<file path="src/rtl/fhg_pkg.sv">
package fhg_pkg;

    typedef enum logic [1:0] {
        FHG_OFF   = 2'd0,
        FHG_COUNT = 2'd1,
        FHG_PULSE = 2'd2
    } fhg_mode_e;

    function automatic fhg_mode_e fhg_decode(input logic ext_en,
                                             input logic rec_en,
                                             input logic cnt_en);
        if (!(ext_en && rec_en))
            return FHG_OFF;
        else if (cnt_en)
            return FHG_COUNT;
        else
            return FHG_PULSE;
    endfunction

endpackage

</file>
<file path="src/rtl/fhg_hist.sv">
module fhg_hist #(
    parameter int HDR_W = 16
) (
    input  logic             clk,
    input  logic             rst_n,
    input  logic             strobe,
    input  logic             bit_in,
    input  logic             search_en,
    input  logic             restart,
    input  logic [HDR_W-1:0] header,
    output logic             match
);
    localparam int FILL_W = $clog2(HDR_W + 1);

    typedef struct packed {
        logic [HDR_W-1:0]  hist;
        logic [FILL_W-1:0] fill;
    } hist_st_t;

    hist_st_t         s_d, s_q;
    logic [HDR_W-1:0] shifted;
    logic             full_next;

    always_comb begin
        s_d       = s_q;
        shifted   = {s_q.hist[HDR_W-2:0], bit_in};
        full_next = (s_q.fill >= FILL_W'(HDR_W - 1));
        match     = 1'b0;
        if (restart) begin
            s_d.hist = '0;
            s_d.fill = '0;
        end else if (strobe && search_en) begin
            s_d.hist = shifted;
            if (s_q.fill != FILL_W'(HDR_W))
                s_d.fill = s_q.fill + 1'b1;
            match = full_next && (shifted == header);
        end
    end

    always_ff @(posedge clk or negedge rst_n) begin
        if (!rst_n) s_q <= '0;
        else        s_q <= s_d;
    end

    assert_fill_bound_R2: assert property (@(posedge clk) disable iff (!rst_n)
        s_q.fill <= FILL_W'(HDR_W));

    assert_match_hist_R2: assert property (@(posedge clk) disable iff (!rst_n)
        match |=> (s_q.hist == $past(header)));

endmodule

</file>
<file path="src/rtl/fhg_window.sv">
module fhg_window #(
    parameter int LEN_W     = 8,
    parameter int WORD_BITS = 16
) (
    input  logic             clk,
    input  logic             rst_n,
    input  logic             en,
    input  logic             strobe,
    input  logic             open_req,
    input  logic [LEN_W-1:0] frame_words,
    output logic             win,
    output logic             closing
);
    localparam int CNT_W = LEN_W + $clog2(WORD_BITS) + 1;

    typedef struct packed {
        logic             open;
        logic [CNT_W-1:0] left;
    } win_st_t;

    win_st_t          s_d, s_q;
    logic [LEN_W-1:0] words_eff;
    logic [CNT_W-1:0] load_val;

    always_comb begin
        s_d       = s_q;
        words_eff = (frame_words == '0) ? LEN_W'(1) : frame_words;
        load_val  = CNT_W'(words_eff) * CNT_W'(WORD_BITS);
        closing   = s_q.open && strobe && (s_q.left == CNT_W'(1));
        if (!en) begin
            s_d = '0;
        end else if (s_q.open) begin
            if (strobe) begin
                s_d.left = s_q.left - 1'b1;
                if (closing) s_d.open = 1'b0;
            end
        end else if (open_req) begin
            s_d.open = 1'b1;
            s_d.left = load_val;
        end
    end

    assign win = s_q.open;

    always_ff @(posedge clk or negedge rst_n) begin
        if (!rst_n) s_q <= '0;
        else        s_q <= s_d;
    end

    assert_left_nonzero_R3: assert property (@(posedge clk) disable iff (!rst_n)
        s_q.open |-> (s_q.left != '0));

    assert_close_on_last_R3: assert property (@(posedge clk) disable iff (!rst_n)
        (!s_q.open && $past(s_q.open) && $past(en)) |->
            ($past(strobe) && ($past(s_q.left) == CNT_W'(1))));

    assert_hold_between_strobes_R3: assert property (@(posedge clk) disable iff (!rst_n)
        (s_q.open && !strobe && en) |=> s_q.open);

endmodule

</file>
<file path="src/rtl/fhg_pulse.sv">
module fhg_pulse (
    input  logic clk,
    input  logic rst_n,
    input  logic en,
    input  logic strobe,
    input  logic hit,
    output logic pulse
);
    typedef struct packed {
        logic pulse;
    } pulse_st_t;

    pulse_st_t s_d, s_q;

    always_comb begin
        s_d = s_q;
        if (!en)         s_d.pulse = 1'b0;
        else if (strobe) s_d.pulse = hit;
    end

    assign pulse = s_q.pulse;

    always_ff @(posedge clk or negedge rst_n) begin
        if (!rst_n) s_q <= '0;
        else        s_q <= s_d;
    end

    assert_pulse_starts_on_strobe_R8: assert property (@(posedge clk) disable iff (!rst_n)
        $rose(s_q.pulse) |-> $past(strobe));

    assert_pulse_ends_on_strobe_R8: assert property (@(posedge clk) disable iff (!rst_n)
        ($fell(s_q.pulse) && $past(en)) |-> $past(strobe));

endmodule

</file>
<file path="src/rtl/fhg_outmux.sv">
module fhg_outmux
    import fhg_pkg::*;
(
    input  fhg_mode_e mode,
    input  logic      win,
    input  logic      pulse,
    input  logic      carrier_n_in,
    input  logic      rx_clk_in,
    input  logic      rx_bit,
    input  logic      spi_sel,
    output logic      notify_n,
    output logic      rx_clk_out,
    output logic      rx_data_out
);
    always_comb begin
        case (mode)
            FHG_COUNT: begin
                notify_n    = !win;
                rx_clk_out  = win && rx_clk_in;
                rx_data_out = win ? rx_bit : !spi_sel;
            end
            FHG_PULSE: begin
                notify_n    = !pulse;
                rx_clk_out  = rx_clk_in;
                rx_data_out = rx_bit;
            end
            default: begin
                notify_n    = carrier_n_in;
                rx_clk_out  = rx_clk_in;
                rx_data_out = rx_bit;
            end
        endcase
    end

endmodule

</file>
<file path="src/rtl/frame_hdr_gate.sv">
module frame_hdr_gate
    import fhg_pkg::*;
#(
    parameter int HDR_W     = 16,
    parameter int LEN_W     = 8,
    parameter int WORD_BITS = 16
) (
    input  logic             clk,
    input  logic             rst_n,
    input  logic             rx_strobe,
    input  logic             rx_bit,
    input  logic             rx_clk_in,
    input  logic             carrier_n_in,
    input  logic             ext_mode_en,
    input  logic             hdr_rec_en,
    input  logic             len_cnt_en,
    input  logic             spi_sel,
    input  logic [HDR_W-1:0] header_val,
    input  logic [LEN_W-1:0] frame_words,
    output logic             notify_n,
    output logic             rx_clk_out,
    output logic             rx_data_out
);
    fhg_mode_e mode;
    logic      active, count_mode, pulse_mode;
    logic      win, closing, match, pulse;
    logic      search_en, restart;

    always_comb begin
        mode       = fhg_decode(ext_mode_en, hdr_rec_en, len_cnt_en);
        active     = (mode != FHG_OFF);
        count_mode = (mode == FHG_COUNT);
        pulse_mode = (mode == FHG_PULSE);
        search_en  = active && !(count_mode && win);
        restart    = !active || closing;
    end

    fhg_hist #(.HDR_W(HDR_W)) u_hist (
        .clk       (clk),
        .rst_n     (rst_n),
        .strobe    (rx_strobe),
        .bit_in    (rx_bit),
        .search_en (search_en),
        .restart   (restart),
        .header    (header_val),
        .match     (match)
    );

    fhg_window #(.LEN_W(LEN_W), .WORD_BITS(WORD_BITS)) u_window (
        .clk         (clk),
        .rst_n       (rst_n),
        .en          (count_mode),
        .strobe      (rx_strobe),
        .open_req    (match && count_mode),
        .frame_words (frame_words),
        .win         (win),
        .closing     (closing)
    );

    fhg_pulse u_pulse (
        .clk    (clk),
        .rst_n  (rst_n),
        .en     (pulse_mode),
        .strobe (rx_strobe),
        .hit    (match && pulse_mode),
        .pulse  (pulse)
    );

    fhg_outmux u_outmux (
        .mode         (mode),
        .win          (win),
        .pulse        (pulse),
        .carrier_n_in (carrier_n_in),
        .rx_clk_in    (rx_clk_in),
        .rx_bit       (rx_bit),
        .spi_sel      (spi_sel),
        .notify_n     (notify_n),
        .rx_clk_out   (rx_clk_out),
        .rx_data_out  (rx_data_out)
    );

    assert_clk_gated_R4: assert property (@(posedge clk) disable iff (!rst_n)
        (count_mode && !win) |-> !rx_clk_out);

    assert_data_idle_R5: assert property (@(posedge clk) disable iff (!rst_n)
        (count_mode && !win) |-> (rx_data_out == !spi_sel));

    assert_no_search_in_window_R6: assert property (@(posedge clk) disable iff (!rst_n)
        (count_mode && win) |-> !match);

endmodule

</file>
<file path="config.mk">
export PLATFORM = sky130hd
export DESIGN_NAME = frame_hdr_gate
export DESIGN_NICKNAME = d
export VERILOG_FILES = /design/src/rtl/fhg_pkg.sv /design/src/rtl/fhg_hist.sv /design/src/rtl/fhg_window.sv /design/src/rtl/fhg_pulse.sv /design/src/rtl/fhg_outmux.sv /design/src/rtl/frame_hdr_gate.sv
export SDC_FILE = /design/constraint.sdc
export NUM_CORES = 1
export LEC_CHECK = 0
export BUFFER_PORTS_ARGS = -buffer_cell sky130_fd_sc_hd__buf_2
export CORE_MARGIN = 5
export CORE_UTILIZATION = 40
export DETAILED_ROUTE_END_ITERATION = 10
export SETUP_SLACK_MARGIN = 0.2
export SYNTH_ARGS = -nofsm -noshare
export SYNTH_HDL_FRONTEND = slang
export SYNTH_SLANG_ARGS = --single-unit
</file>
<file path="constraint.sdc">
create_clock -name clk -period 2.4 [get_ports clk]
set_input_delay 0.36 -clock clk [delete_from_list [all_inputs] [get_ports clk]]
set_output_delay 0.36 -clock clk [all_outputs]
set_load 0.02 [all_outputs]
</file>
==> results of run 1 <==
==> routing by layer <==
metal / routed length [µm] / part of all wire / vias to the layer above
met4: 82 / 0.017 / 0
met1: 2305 / 0.49 / 806
met5: 0 / 0 / -
met2: 2122 / 0.45 / 29
met3: 197 / 0.042 / 9
li1: - / - / 862
==> power groups by stage <==
| stage | clock, µW | sequential (µW) | combinational, µW |
|---|---|---|---|
| after floorplan | 0 | 603 | 55.4 |
| after global placement | 0 | 603 | 114 |
| after detailed placement | 0 | 603 | 114 |
| after CTS | 469 | 592 | 114 |
| after global routing | 502 | 592 | 128 |
| final | 459 | 592 | 115 |
==> cell usage after synthesis (2+ instances only) <==
master    instances  area, µm²
xor2_1            8      70.07
mux2i_1          16      160.2
nand4_1           5      31.28
o21ai_0           6      30.03
a21oi_1           6      30.03
mux2_2            2      22.52
xnor2_1          13      113.9
a21o_1            2      15.01
nor3_1            7      35.03
buf_6             2      22.52
nor4_1            2      12.51
o31ai_1           3      22.52
o311ai_0          2      17.52
dfrtp_1          35      875.8
inv_1             7      26.28
ha_1              5      62.56
nand2_1          17      63.81
a221o_1           5      50.05
a211oi_1          3      22.52
nor2_1           29      108.9
and3_1            3      18.77
nand3_1          11      55.05
clkbuf_1          2      7.510
==> per-stage QoR <==
step,cells,utilization,hold WS (ns),setup slack (ns)
floorplan,214,-,0.06441,0.4030
global placement,318,0.4608,0.4700,0.2535
detailed placement,318,0.4608,0.4717,0.2136
CTS,326,0.4803,0.1628,0.2838
global route,329,0.4864,0.1917,0.2030
finish,329,0.4864,0.1319,0.2803
==> logic make-up (layout without fill, tap and decap cells) <==
| kind of cell | count (synthesis) | in the layout | synth area share |
|---|---|---|---|
| fa+ha+maj | 5 | 5 | 0.03003 |
| compound gates | 36 | 36 | 0.1261 |
| flops | 35 | 35 | 0.4204 |
| simple gates | 87 | 87 | 0.2180 |
| buf+inv | 12 | 57 | 0.02943 |
| xor+xnor | 21 | 21 | 0.08829 |
| mux | 18 | 18 | 0.08769 |
==> sequential cells by signal, summed over array words and instances (netlist names) <==
name / cells
u_hist.s_q: 20
u_window.win: 1
u_window.s_q: 13
u_pulse.pulse: 1
==> what timing repair did <==
action,4_1_cts,5_1_grt
setup buffers,0,3
endpoints found under the setup margin,0,7
endpoints found under the hold margin,0,0
gates resized for setup,0,2
==> how the worst min path moves through the flow <==
stage                startpoint          endpoint  slack, ns  cells after the start
5_1_grt                   rst_n    u_hist.s_q[17]       0.19                      1
3_3_place_gp   u_window.s_q[12]  u_window.s_q[12]       0.47                      1
2_1_floorplan             rst_n     u_hist.s_q[0]       0.06                      0
6_report                  rst_n    u_hist.s_q[17]       0.13                      1
3_5_place_dp   u_window.s_q[12]  u_window.s_q[12]       0.47                      1
4_1_cts                   rst_n    u_hist.s_q[17]       0.16                      1
==> layout make-up <==
class	count	area, µm²	area share
Inverter	7	26.28	0.01064
Clock buffer	6	82.58	0.03345
Sequential cell	35	877.1	0.3553
Clock inverter	2	16.27	0.006589
Timing Repair Buffer	42	225.2	0.09123
Tap cell	70	87.58	0.03548
Multi-Input combinational cell	167	1154	0.4673
==> critical path, stage by stage (launching register included) <==
cell and delay [ns]:
dfrtp_1 0.41, xor2_1 0.15, nor4_1 0.39, and4_4 0.31
or4b_4 0.50, nor2_4 0.15, a221o_1 0.16
==> flow_summary.yaml, run 1 <==
route:
  initialDrtViolationCount: 64
  dr.pass1.iters: 4
  drcViolationCount: 0
  viasPerCell: 5.185
  ant_nets: 0
  wire_per_inst_um: 14.31
  routed_wl_mm: 4.709
  dr_total_vias: 1706
setup_path:
  crit_path_end_kind: "register"
  required_ns: 2.63
  worst-r2r-cell-count: 6
  cp-startpoint: "u_hist.s_q[17]"
  cp-start-kind: "register"
  reg2reg_slack_ns: 0.28
  regToRegEndpoint: "u_window.s_q[9]"
  r2r_start: "u_hist.s_q[17]"
  cp.arrival_ns: 2.35
  endpoint: "u_window.s_q[9]"
  worst-setup-path-type: "register to register"
  critPathMaxFanout: 4
pwr:
  p_comb_frac: 0.098
  switchingPower_uw: 291.1
  ir_drop_mv: 0.3826
  finalPower_uw: 1165
  pwr-share-seq: 0.508
  cellLeakagePower_uw: 0.001166
  p_clk_frac: 0.394
  switching_share: 0.2498
  power_density_mw_per_mm2: 472.0
  p_int_uw: 874.1
sta:
  hold_viol_final: 0
  tns_ns: 0
  rsz0062_at_grt: "no"
  period_share: 0.8832
  clock_skew_ns: 0.01102
  setup_viol: 0
  worst_slew_pin_slew_ns: 0.7728
  slew_headroom: 0.4848
  max_freq_mhz: 471.8
  post-route-min-period_ns: 2.120
  slew_viol_final: 0
floorplan:
  rows: 26
  chipWidth_um: 82.17
  io_pins: 37
  core_area_mm2: 0.005075
  die_h_um: 82.17
  die_area_mm2: 0.006751
  start_util: 0.4105
clock_network:
  cts.sinks: 35
  cts_buffers: 5
  ctsHoldBuffers: 0
  clkTransAtPathRegs_ns: 0.08
  cts_tree: "built"
  ctsHtreeMaxLevel: 2
  clockBufferDepth: 2
  clk_latency_ns: 0.30
  root_buffer: "clkbuf_8"
min_path:
  min_path_type: "primary input to asynchronous set/reset pin"
finish:
  post-route-cell-area_mm2: 0.002469
  antennaDiodeCount: 0
  drive_gt1_frac: 0.2394
  layout_commonest_cell: "buf_2"
  final_cell_mix: "36 x buf_2, 34 x dfrtp_1, 29 x nor2_1"
  fillers: 520
  nNetsFinal: 297
  area_growth_pct: 18.50
synthesis:
  syn_nets: 253
  async_flop_share: 1.000
  syn_area_mm2: 0.002083
  synth_seq_area_share: 0.4204
  synth_edf_count: 0
  ys_types: 46
  syn_inst: 214
  yosys_warnings: 0
  ys.flop_type: "dfrtp_1"
  yosys_register_bits: 35
  syn_avg_cell_area_um2: 9.735
global_routing:
  grt_max_degree: 36
  antenna_found_initial: 0
  met3_usage: 0.04447
  grtUsageMet2: 0.2237
  top_usage_layer: "met2"
  grt_overflow: 0
  grt_pass1_vias: 1613
  gr-usage-met1: 0.2022
  grt_first_pass_wirelength_mm: 7.596
  grt_usage: 0.1501
run_status:
  status: "completed"
placement:
  portBuffers: 36
  gp_congestion: 0.8134
  dp_hpwl_mm: 3.544
  place_area_mm2: 0.002338
run:
  drv_cap: 0
Note: power is estimated with default switching activity, not from simulation.
==> inputs of run 2 (changes only) <==
--- a/config.mk
+++ b/config.mk
@@ -9,6 +9,7 @@
 export CORE_MARGIN = 5
 export CORE_UTILIZATION = 40
 export DETAILED_ROUTE_END_ITERATION = 10
+export MAX_ROUTING_LAYER = met4
 export SETUP_SLACK_MARGIN = 0.2
 export SYNTH_ARGS = -nofsm -noshare
 export SYNTH_HDL_FRONTEND = slang
==> constraint.sdc (replaced) <==
create_clock -name clk -period 2.51 [get_ports clk]
set_input_delay 0.3765 -clock clk [delete_from_list [all_inputs] [get_ports clk]]
set_output_delay 0.3765 -clock clk [all_outputs]
set_load 0.02 [all_outputs]
==> flow_summary.yaml, run 2 (synthesis gave the netlist of run 1 again) <==
run_status:
  status: "completed"
setup_path:
  worst-setup-path-type: "register to register"
  worstPathCellList: "xor2_1, nor4_1, and4_4, or4b_4, nor2_4, a221o_1"
  cp.arrival_ns: 2.32
  crit_path_end_kind: "register"
  critPathMaxFanout: 4
  cp_slowest_cell: "or4b_4"
  required_ns: 2.73
  cp-start-kind: "register"
  reg2reg_slack_ns: 0.41
  critPathMaxStageDelay_ns: 0.50
finish:
  largest_register_ffs: 20
  area_growth_pct: 17.36
  top_regs: "u_hist.s_q x20, u_window.s_q x13"
  layout_commonest_cell: "buf_2"
  largest_register: "u_hist.s_q"
  final_cell_mix: "36 x buf_2, 35 x dfrtp_1, 29 x nor2_1"
  drive_gt1_frac: 0.2235
  antennaDiodeCount: 0
  nNetsFinal: 294
floorplan:
  start_util: 0.4105
  die_area_mm2: 0.006751
  core_area_mm2: 0.005075
  die_h_um: 82.17
  io_pins: 37
  rows: 26
  chipWidth_um: 82.17
sta:
  hold_slack_ns: 0.1670
  worst_slew_pin_slew_ns: 0.7791
  clock_skew_ns: 0.002896
  max_freq_mhz: 477.3
  period_share: 0.8347
  rsz0062_at_grt: "no"
  slew_viol_final: 0
  hold_viol_final: 0
  post-route-min-period_ns: 2.095
  slew_headroom: 0.4806
  setup_viol: 0
  tns_ns: 0
route:
  wire_per_inst_um: 13.91
  ant_nets: 0
  dr.pass1.iters: 4
  routed_wl_mm: 4.521
  drcViolationCount: 0
  viasPerCell: 5.212
  initialDrtViolationCount: 119
  dr_total_vias: 1694
clock_network:
  ctsHtreeMaxLevel: 2
  cts_buffers: 5
  cts_tree: "built"
  clockBufferDepth: 2
  cts.repair.resized: 0
  ctsHoldBuffers: 0
  root_buffer: "clkbuf_8"
  postCtsSetupBuffers: 0
  clk_latency_ns: 0.28
  cts.sinks: 35
  clkTransAtPathRegs_ns: 0.07
global_routing:
  grt_first_pass_wirelength_mm: 7.210
  grt_pass1_vias: 1540
  antenna_found_initial: 0
  grt_max_degree: 36
  grt_usage: 0.1449
  grt_overflow: 0
placement:
  dp_hpwl_mm: 3.501
  portBuffers: 36
  gp_congestion: 0.8565
pwr:
  power_density_mw_per_mm2: 474.8
  ir_drop_mv: 0.3782
  cellLeakagePower_uw: 0.001154
min_path:
  min_path_type: "primary input to asynchronous set/reset pin"
run:
  drv_cap: 0
## run 2: cell count changes in the layout (fill, tap and decap cells not counted)
cell	change
buf_4	-3
bufinv_16	+1
clkbuf_8	-1
clkinv_4	-1
dfrtp_1	+1
dfrtp_2	-1
o21bai_2	+1
o21bai_4	-1
## run 2: worst paths after layout
kind                                   from               end  cells past startpoint
setup / recovery             u_hist.s_q[19]   u_window.s_q[9]                      6
hold / removal                        rst_n    u_hist.s_q[17]                      1
setup reg to reg             u_hist.s_q[19]   u_window.s_q[9]                      6
hold reg to reg            u_window.s_q[12]  u_window.s_q[12]                      1
max in group asynchronous             rst_n   u_window.s_q[9]                      1
min in group clk                 len_cnt_en     u_pulse.pulse                      2
## run 2: worst max-delay path: cells and delay by family (launching register included)
| family | cells | cell delay, ns |
|---|---|---|
| simple gates | 4 | 1.34 |
| flops | 1 | 0.40 |
| compound gates | 1 | 0.15 |
| xor+xnor | 1 | 0.14 |
## run 2: final cells by class
| cell class | count | area, µm² |
|---|---|---|
| clock inverter | 2 | 37.54 |
| multi-input combinational | 167 | 1146 |
| inverter | 7 | 26.28 |
| sequential | 35 | 875.8 |
| clock buffer | 5 | 68.82 |
| fill | 501 | 2630 |
| timing repair buffer | 39 | 202.7 |
| tap | 70 | 87.58 |
## run 2: per-layer routing
metal	share of wire	vias to the layer above	GRT usage
li1	-	853	-
met1	0.49	791	0.1928
met2	0.44	39	0.2076
met3	0.044	11	0.03145
met4	0.030	0	0.07309
met5	0	-	-
## run 2: through the flow
step / power (µW) / area [µm²] / cells / utilization / setup slack, ns
2_1_floorplan: 629.8 / 2083 / 214 / - / 0.5130
3_3_place_gp: 685.5 / 2338 / 318 / 0.4608 / 0.3422
3_5_place_dp: 686.0 / 2338 / 318 / 0.4608 / 0.3115
4_1_cts: 1175 / 2445 / 325 / 0.4818 / 0.3923
5_1_grt: 1210 / 2445 / 325 / 0.4818 / 0.2599
6_report: 1161 / 2445 / 325 / 0.4818 / 0.4148
## run 2: report_power, final
| part | switching (µW) | internal, µW | leakage, µW | total [µW] |
|---|---|---|---|---|
| clock network | 197 | 290 | 0.0000502 | 487 |
| logic | 61.9 | 45.4 | 0.000615 | 107 |
| registers | 1.19 | 565 | 0.000489 | 566 |
